`src/rtl/spi_irq_pkg.sv`:
```
package spi_irq_pkg;

  localparam int LANE_W       = 8;
  localparam int EVT_PER_LANE = 5;
  localparam int REG_W        = 32;
  localparam int ADDR_W       = 5;

  localparam logic [ADDR_W-1:0] OFF_RAW   = 5'h08;
  localparam logic [ADDR_W-1:0] OFF_MSTAT = 5'h0C;
  localparam logic [ADDR_W-1:0] OFF_MASK  = 5'h10;

  typedef enum logic [1:0] {
    SEL_NONE  = 2'd0,
    SEL_RAW   = 2'd1,
    SEL_MSTAT = 2'd2,
    SEL_MASK  = 2'd3
  } reg_sel_e;

  // Bits that carry a defined event for a given channel count
  function automatic logic [REG_W-1:0] defined_bits(input int nch);
    logic [REG_W-1:0] v;
    v = '0;
    for (int c = 0; c < nch; c++) begin
      for (int k = 0; k < EVT_PER_LANE; k++) begin
        v[c*LANE_W + k] = 1'b1;
      end
    end
    return v;
  endfunction

endpackage

```
`src/rtl/spi_irq_rst_sync.sv`:
```
module spi_irq_rst_sync (
  input  logic clk_i,
  input  logic rst_n_i,
  output logic rst_n_o
);

  logic [1:0] sync_q;

  always_ff @(posedge clk_i or negedge rst_n_i) begin
    if (!rst_n_i) begin
      sync_q <= 2'b00;
    end else begin
      sync_q <= {sync_q[0], 1'b1};
    end
  end

  assign rst_n_o = sync_q[1];

endmodule

```
`src/rtl/spi_irq_decode.sv`:
```
module spi_irq_decode
  import spi_irq_pkg::*;
(
  input  logic [ADDR_W-1:0] addr_i,
  output reg_sel_e          sel_o
);

  always_comb begin
    unique case (addr_i)
      OFF_RAW:   sel_o = SEL_RAW;
      OFF_MSTAT: sel_o = SEL_MSTAT;
      OFF_MASK:  sel_o = SEL_MASK;
      default:   sel_o = SEL_NONE;
    endcase
  end

endmodule

```
`src/rtl/spi_irq_lane.sv`:
```
module spi_irq_lane #(
  parameter int EVT_N = 5
) (
  input  logic             clk_i,
  input  logic             rst_n_i,
  input  logic [EVT_N-1:0] evt_i,
  input  logic             clr_en_i,
  input  logic [EVT_N-1:0] clr_bits_i,
  output logic [EVT_N-1:0] stat_o
);

  logic [EVT_N-1:0] stat_q;
  logic [EVT_N-1:0] stat_d;
  logic [EVT_N-1:0] clr_vec;

  assign clr_vec = clr_en_i ? clr_bits_i : '0;

  // Set has priority over clear
  always_comb begin
    stat_d = (stat_q & ~clr_vec) | evt_i;
  end

  always_ff @(posedge clk_i or negedge rst_n_i) begin
    if (!rst_n_i) begin
      stat_q <= '0;
    end else begin
      stat_q <= stat_d;
    end
  end

  assign stat_o = stat_q;


  sticky_hold_chk: assert property (@(posedge clk_i) disable iff (!rst_n_i)
    1'b1 |=> ((stat_q & $past(stat_q & ~clr_vec)) == $past(stat_q & ~clr_vec)));


  event_wins_chk: assert property (@(posedge clk_i) disable iff (!rst_n_i)
    1'b1 |=> ((stat_q & $past(evt_i)) == $past(evt_i)));


  w1c_clear_chk: assert property (@(posedge clk_i) disable iff (!rst_n_i)
    1'b1 |=> ((stat_q & $past(clr_vec & ~evt_i)) == '0));

endmodule

```
`src/rtl/spi_irq_mask.sv`:
```
module spi_irq_mask #(
  parameter int              W    = 32,
  parameter logic [W-1:0]    KEEP = '1
) (
  input  logic         clk_i,
  input  logic         rst_n_i,
  input  logic         we_i,
  input  logic [W-1:0] wdata_i,
  output logic [W-1:0] mask_o
);

  logic [W-1:0] mask_q;
  logic [W-1:0] mask_d;

  always_comb begin
    mask_d = mask_q;
    if (we_i) begin
      mask_d = wdata_i & KEEP;
    end
  end

  always_ff @(posedge clk_i or negedge rst_n_i) begin
    if (!rst_n_i) begin
      mask_q <= '0;
    end else if (we_i) begin
      mask_q <= mask_d;
    end
  end

  assign mask_o = mask_q;


  mask_load_chk: assert property (@(posedge clk_i) disable iff (!rst_n_i)
    we_i |=> (mask_q == ($past(wdata_i) & KEEP)));

endmodule

```
`src/rtl/spi_irq_ctrl.sv`:
```
module spi_irq_ctrl
  import spi_irq_pkg::*;
#(
  parameter int NUM_CH = 2
) (
  input  logic                           clk_i,
  input  logic                           rst_n_i,
  input  logic [NUM_CH*EVT_PER_LANE-1:0] evt_i,
  input  logic                           reg_wr_i,
  input  logic [ADDR_W-1:0]              reg_addr_i,
  input  logic [REG_W-1:0]               reg_wdata_i,
  output logic [REG_W-1:0]               reg_rdata_o,
  output logic                           irq_o
);

  localparam int               USED_W  = NUM_CH * LANE_W;
  localparam int               PAD_W   = LANE_W - EVT_PER_LANE;
  localparam logic [REG_W-1:0] DEF_MSK = defined_bits(NUM_CH);

  logic                    rst_sync_n;
  reg_sel_e                sel;
  logic                    wr_raw;
  logic                    wr_mask;
  logic [REG_W-1:0]        raw_all;
  logic [REG_W-1:0]        mask_all;
  logic [REG_W-1:0]        mstat;
  logic [EVT_PER_LANE-1:0] lane_stat [NUM_CH];

  spi_irq_rst_sync u_rst_sync (
    .clk_i   (clk_i),
    .rst_n_i (rst_n_i),
    .rst_n_o (rst_sync_n)
  );

  spi_irq_decode u_decode (
    .addr_i (reg_addr_i),
    .sel_o  (sel)
  );

  assign wr_raw  = reg_wr_i && (sel == SEL_RAW);
  assign wr_mask = reg_wr_i && (sel == SEL_MASK);

  for (genvar ch = 0; ch < NUM_CH; ch++) begin : g_lane
    spi_irq_lane #(.EVT_N(EVT_PER_LANE)) u_lane (
      .clk_i      (clk_i),
      .rst_n_i    (rst_sync_n),
      .evt_i      (evt_i[ch*EVT_PER_LANE +: EVT_PER_LANE]),
      .clr_en_i   (wr_raw),
      .clr_bits_i (reg_wdata_i[ch*LANE_W +: EVT_PER_LANE]),
      .stat_o     (lane_stat[ch])
    );
    assign raw_all[ch*LANE_W +: LANE_W] = {{PAD_W{1'b0}}, lane_stat[ch]};
  end

  if (USED_W < REG_W) begin : g_pad
    assign raw_all[REG_W-1:USED_W] = '0;
  end

  spi_irq_mask #(.W(REG_W), .KEEP(DEF_MSK)) u_mask (
    .clk_i   (clk_i),
    .rst_n_i (rst_sync_n),
    .we_i    (wr_mask),
    .wdata_i (reg_wdata_i),
    .mask_o  (mask_all)
  );

  assign mstat = raw_all & mask_all;
  assign irq_o = |mstat;

  always_comb begin
    unique case (sel)
      SEL_RAW:   reg_rdata_o = raw_all;
      SEL_MSTAT: reg_rdata_o = mstat;
      SEL_MASK:  reg_rdata_o = mask_all;
      default:   reg_rdata_o = '0;
    endcase
  end


  undef_zero_chk: assert property (@(posedge clk_i) disable iff (!rst_sync_n)
    ((raw_all | mask_all) & ~DEF_MSK) == '0);


  irq_level_chk: assert property (@(posedge clk_i) disable iff (!rst_sync_n)
    irq_o == ((lane_stat[0] & mask_all[EVT_PER_LANE-1:0]) != '0 ||
              ((raw_all & mask_all & ~{{(REG_W-EVT_PER_LANE){1'b0}}, {EVT_PER_LANE{1'b1}}}) != '0)));


  ro_write_chk: assert property (@(posedge clk_i) disable iff (!rst_sync_n)
    (reg_wr_i && sel != SEL_MASK) |=> $stable(mask_all));

endmodule

```
`config.mk`:
```
export PLATFORM = sky130hd
export DESIGN_NAME = spi_irq_ctrl
export DESIGN_NICKNAME = d
export VERILOG_FILES = /design/src/rtl/spi_irq_pkg.sv /design/src/rtl/spi_irq_rst_sync.sv /design/src/rtl/spi_irq_decode.sv /design/src/rtl/spi_irq_lane.sv /design/src/rtl/spi_irq_mask.sv /design/src/rtl/spi_irq_ctrl.sv
export SDC_FILE = /design/constraint.sdc
export NUM_CORES = 1
export LEC_CHECK = 0
export CORE_UTILIZATION = 39
export CTS_BUF_LIST = sky130_fd_sc_hd__clkbuf_16
export DETAILED_ROUTE_END_ITERATION = 10
export PLACE_DENSITY = 0.78
export SLEW_MARGIN = 40
export SYNTH_ARGS = -nofsm -noshare
export SYNTH_HDL_FRONTEND = slang
export SYNTH_HIERARCHICAL = 1
export SYNTH_SLANG_ARGS = --single-unit
```
`constraint.sdc`:
```
create_clock -name clk_i -period 1.9 [get_ports clk_i]
set_input_delay 0.285 -clock clk_i [delete_from_list [all_inputs] [get_ports clk_i]]
set_output_delay 0.285 -clock clk_i [all_outputs]
set_load 0.01 [all_outputs]
```
# Yosys cells after proc, flatten, opt, wreduce, memory -nomap -nowiden
# Index checks and enable logic that the tools add are counted.
# totals
ff_bits	22
input_bits	50
output_inout_bits	33
# op_classes
n_eq_ne	6
n_mux	4
n_bitwise	7
n_reduce_logical	3
# op_table
op	count
13-bit one-hot mux with 3 select lines	1
32-bit OR reduction	1
13-bit AND	1
5-bit AND	2
5-bit by 4-bit == test with 1-bit output, second input constant	2
5-bit two-way mux	2
5-bit NOT	2
5-bit bitwise OR	2
2-bit one-hot mux with 3 select lines	1
5-bit == test, second input constant	1
2-bit == test, second input constant	2
2-bit by 1-bit == test with 1-bit output, second input constant	1
1-bit logical AND	2

# Logic depth before layout (Yosys ltp)
# logic_depth
ltp_word	8
mapped_depth	7
depth_no_buf	6

# By module
# Netlist, hierarchy kept.
# by_module_without_submodules
module	n_inst	cells_each	area_per_inst_um2
spi_irq_mask	1	44	580.6
spi_irq_ctrl	1	69	474.2
spi_irq_lane	2	15	181.4
spi_irq_rst_sync	1	3	53.8
spi_irq_decode	1	5	43.8

# Worst setup path before layout
# OpenSTA, ideal clock, no wires.
# synth_timing
kind	in2reg
start	input port reg_addr_i[2]
end	register u_mask.mask_q[0] (netlist: u_mask/mask_o[0])
setup_ns	0.125
arrival_time_ns	1.803
required_ns	1.775
path_slack_ns	-0.029
stages	7
n_path_buf	3
path_cell_list	or3b_1 > a211oi_2 > buf_6 > buf_12 > and3_1 > buf_6 > mux2_4
# synth_via
elab_chain_cells	4
word_cells_on_any_way	6
# synth_rtl
element	line_no	rtl
start: declaration	spi_irq_ctrl.sv:10	input logic [ADDR_W-1:0] reg_addr_i,
5-bit == test or 5-bit by 4-bit == test with 1-bit output (tied branches)	spi_irq_decode.sv:9	unique case (addr_i)
2-bit one-hot mux with 3 select lines (*)	spi_irq_decode.sv:9	
net sel[1]	spi_irq_ctrl.sv:21	reg_sel_e sel;
2-bit == test (*)	spi_irq_ctrl.sv:41	assign wr_mask = reg_wr_i && (sel == SEL_MASK);
1-bit logical AND (*)	spi_irq_ctrl.sv:41	
net wr_mask	spi_irq_ctrl.sv:23	logic wr_mask;
end signal: assignment	spi_irq_mask.sv:26	mask_q <= mask_d;
end: declaration	spi_irq_mask.sv:12	logic [W-1:0] mask_q;
# Mark *: on every way through the listed nets, which the timed path passes. The rest lies on a longest branch.
# A chain may end at the register's enable or synchronous reset.

# Final worst setup path
# layout_timing
start	input port reg_addr_i[3]
end	output port reg_rdata_o[9]
# layout_via
elab_chain_cells	4
word_cells_on_any_way	8
# layout_rtl
element	line_no	rtl
5-bit == test or 5-bit by 4-bit == test with 1-bit output (tied branches)	spi_irq_decode.sv:9	
2-bit one-hot mux with 3 select lines (*)	spi_irq_decode.sv:9	
net sel[1]	spi_irq_ctrl.sv:21	
2-bit == test or 2-bit by 1-bit == test with 1-bit output (tied branches)	spi_irq_ctrl.sv:71	unique case (sel)
13-bit one-hot mux with 3 select lines (*)	spi_irq_ctrl.sv:71	
end: declaration	spi_irq_ctrl.sv:12	output logic [REG_W-1:0] reg_rdata_o,
# Marks and branches as above.

==> results.cfg <==
[synthesis]
yosysWarnings = 6
syn_inst = 151
synth_largest_area_cell = dfrtp_1
yosys-top-cells-area = dfrtp_1, buf_4, mux2_4
ys_ff_latch = 22
ys_seq_area_share_pct = 36.3
synth_edf_count = 0
synth_cell_types = 27
synth_flop_cell = dfrtp_1
async_reset_ff_share_pct = 100
syn_area_per_cell_um2 = 10.0
synth_top_area_share_pct = 36.3
netlist_top_cells_count = and3_1, buf_4, dfrtp_1
netlist_area_um2 = 1520

[worst_setup_path]
r2r_setup_slack_ns = 1.09
startpoint_type = primary input
r2r_start = u_mask/mask_o[9]
cpMostUsedCell = buf_6
critPathKind = primary input to primary output
crit_path_max_fanout = 7
endpoint = reg_rdata_o[9]
regToRegEndpoint = u_mask/mask_o[9]
cp_cell_sequence = buf_6 -> or3b_4 -> a211oi_4 -> buf_6 -> buf_8 -> mux2i_1 -> o21ai_1 -> buf_2
worstPathRequired_ns = 1.62
arrival_ns = 1.79
cpMaxStageDelayCell = or3b_4
cp-end-kind = primary output
crit_path_start = reg_addr_i[3]
reg2reg_depth = 1
cp_slowest_stage_delay_ns = 0.40

[clocking]
clk_pin_slew_ns = 0.05
cts_tree = built
clkSinkCount = 22
ctsLongestPathBuffers = 2
cts_buffers = 3
insertion_delay_ns = 0.25
hold_buffers = 0
ctsRootBufferMaster = clkbuf_16
cts-htree-levels = 1

[final_layout]
finalNetCount = 258
final_cells = 255
stdcell_area_um2 = 2090
drive_gt1_share_pct = 28.0
antenna_cells = 0
area_growth_pct = 38.2

[floorplanning]
core.rowCount = 22
initial_core_util_pct = 41.1
core-area_um2 = 3690
die_area_um2 = 4140
die_h_um = 64.3
pin_count = 83
die_w_um = 64.3

[worst_hold_path]
hold_path_class = primary input to async pin

[drt]
dr.pass1.iters = 4
finalWirelength_um = 3400
routed_via_density = 4.83
remaining_drc_errors = 0
ant_nets = 0
avgRoutedWirePerCell_um = 13.3
vias = 1231
drt_iter0_markers = 32

[sta]
finalHoldViolCount = 0
maxSlewViolCount = 0
fin_crit_sh_pct = 109
finalSetupViolations = 20
period_minus_slack_ns = 2.08
max_freq_mhz = 482
rsz0062_at_grt = yes
setup_tns_ns = -2.31
fin_skew_ns = 0.00176
setup_ws_ns = -0.176

[global_route]
grt_antenna_before_repair = 0
grt_overflow_total = 0
grt_start_max_net_pins = 24
grt_first_pass_wirelength_um = 5740
grt_util_all_layers_pct = 18.0
grt_pass1_vias = 1221

[power_and_ir_drop]
cellLeakagePower_nw = 0.991
power_mw = 1.15
peakVddDrop_mv = 0.378
p_per_area_nw_per_um2 = 548

[placement]
port_buffers = 38
dp_hpwl_um = 2210
gp_congestion = 0.716
placed_cell_area_um2 = 1910
place_inst = 238

[status]
violations = negative setup slack
status = complete, but fails checks

[run]
max_cap_violations = 0
## placed cells by master, fill, tap and decap left out, drive strengths merged, types with 3 or more instances in the layout
master and instances:
conb 23, nand2 10, buf 37, clkbuf 4, o21ai 10, dfrtp 22
a22oi 3, nand3 10, mux2i 10, a21o 10, clkdlybuf4s50 22, mux2 10
and3 23
## state kept, by name, indices dropped and copies added (netlist names)
register              count
g_lane.u_lane/stat_o     10
u_mask/mask_o            10
u_rst_sync/sync_q         2
## cell families after synthesis
family                    after synthesis  share of synthesized area, %
xor gates and xnor gates                1                         0.578
AOI/OAI and AO/OA                      26                          12.1
and+or+nand+nor                        48                          18.0
buffers and inverters                  32                          15.9
muxes                                  20                          16.5
DFF                                    22                          36.3
other                                   2                         0.496
## per-stage QoR
step	utilization (%)	hold slack [ns]	setup slack (ns)
after global placement	51.7	0.336	-0.830
after global routing	56.8	0.195	-0.259
after floorplan	-	-0.0106	0.00692
after detailed placement	51.7	0.341	-0.858
after CTS	57.9	0.187	-0.158
final	56.8	0.187	-0.176
## final cells by class
cell class / instances / area [um^2]
clock buffers: 3 / 75.1
clock inverters: 1 / 3.75
fillers: 353 / 1590
inverters: 1 / 3.75
multi-input cells: 118 / 823
flip-flops and latches: 22 / 552
well taps: 48 / 60.1
repair buffers: 62 / 577
## timing repair
| item | in CTS | in global routing |
|---|---|---|
| cloned | 2 | 0 |
| buffers inserted | 13 | 0 |
| gates resized for setup | 72 | 5 |
| setup endpoints to repair | 31 | 31 |
| pin swaps | 3 | 5 |
## power by group
part | leakage (nW) | internal [mW] | switching, mW
registers | 0.249 | 0.485 | 0.0244
clock network | 0.0385 | 0.281 | 0.158
logic | 0.703 | 0.122 | 0.0765
total | 0.991 | 0.888 | 0.259
## critical path, delay by kind of cell
family | cells | cell delay, ns
buffers and inverters | 4 | 0.51
and+or+nand+nor | 1 | 0.40
AOI/OAI and AO/OA | 2 | 0.40
muxes | 1 | 0.19
## layer usage
metal | track usage (%) | routed length [um] | up-vias
met4 | 9.17 | 63 | 0
li1 | - | - | 602
met5 | 0 | 0 | -
met3 | 2.86 | 209 | 7
met1 | 22.9 | 1480 | 571
met2 | 29.5 | 1650 | 51
## how the worst min path moves through the flow
| stage | startpoint | end | slack, ns | cells after the start |
|---|---|---|---|---|
| 5_1_grt | rst_n_i | u_rst_sync/sync_q[0] | 0.19 | 1 |
| 3_5_place_dp | u_rst_sync/sync_q[0] | u_rst_sync/sync_q[1] | 0.34 | 0 |
| 3_3_place_gp | u_rst_sync/sync_q[0] | u_rst_sync/sync_q[1] | 0.34 | 0 |
| 6_report | rst_n_i | u_rst_sync/sync_q[0] | 0.19 | 1 |
| 4_1_cts | rst_n_i | u_rst_sync/sync_q[0] | 0.19 | 1 |
| 2_1_floorplan | rst_n_i | u_rst_sync/sync_q[0] | -0.01 | 0 |
No activity file was read; power rests on OpenSTA's default activity.
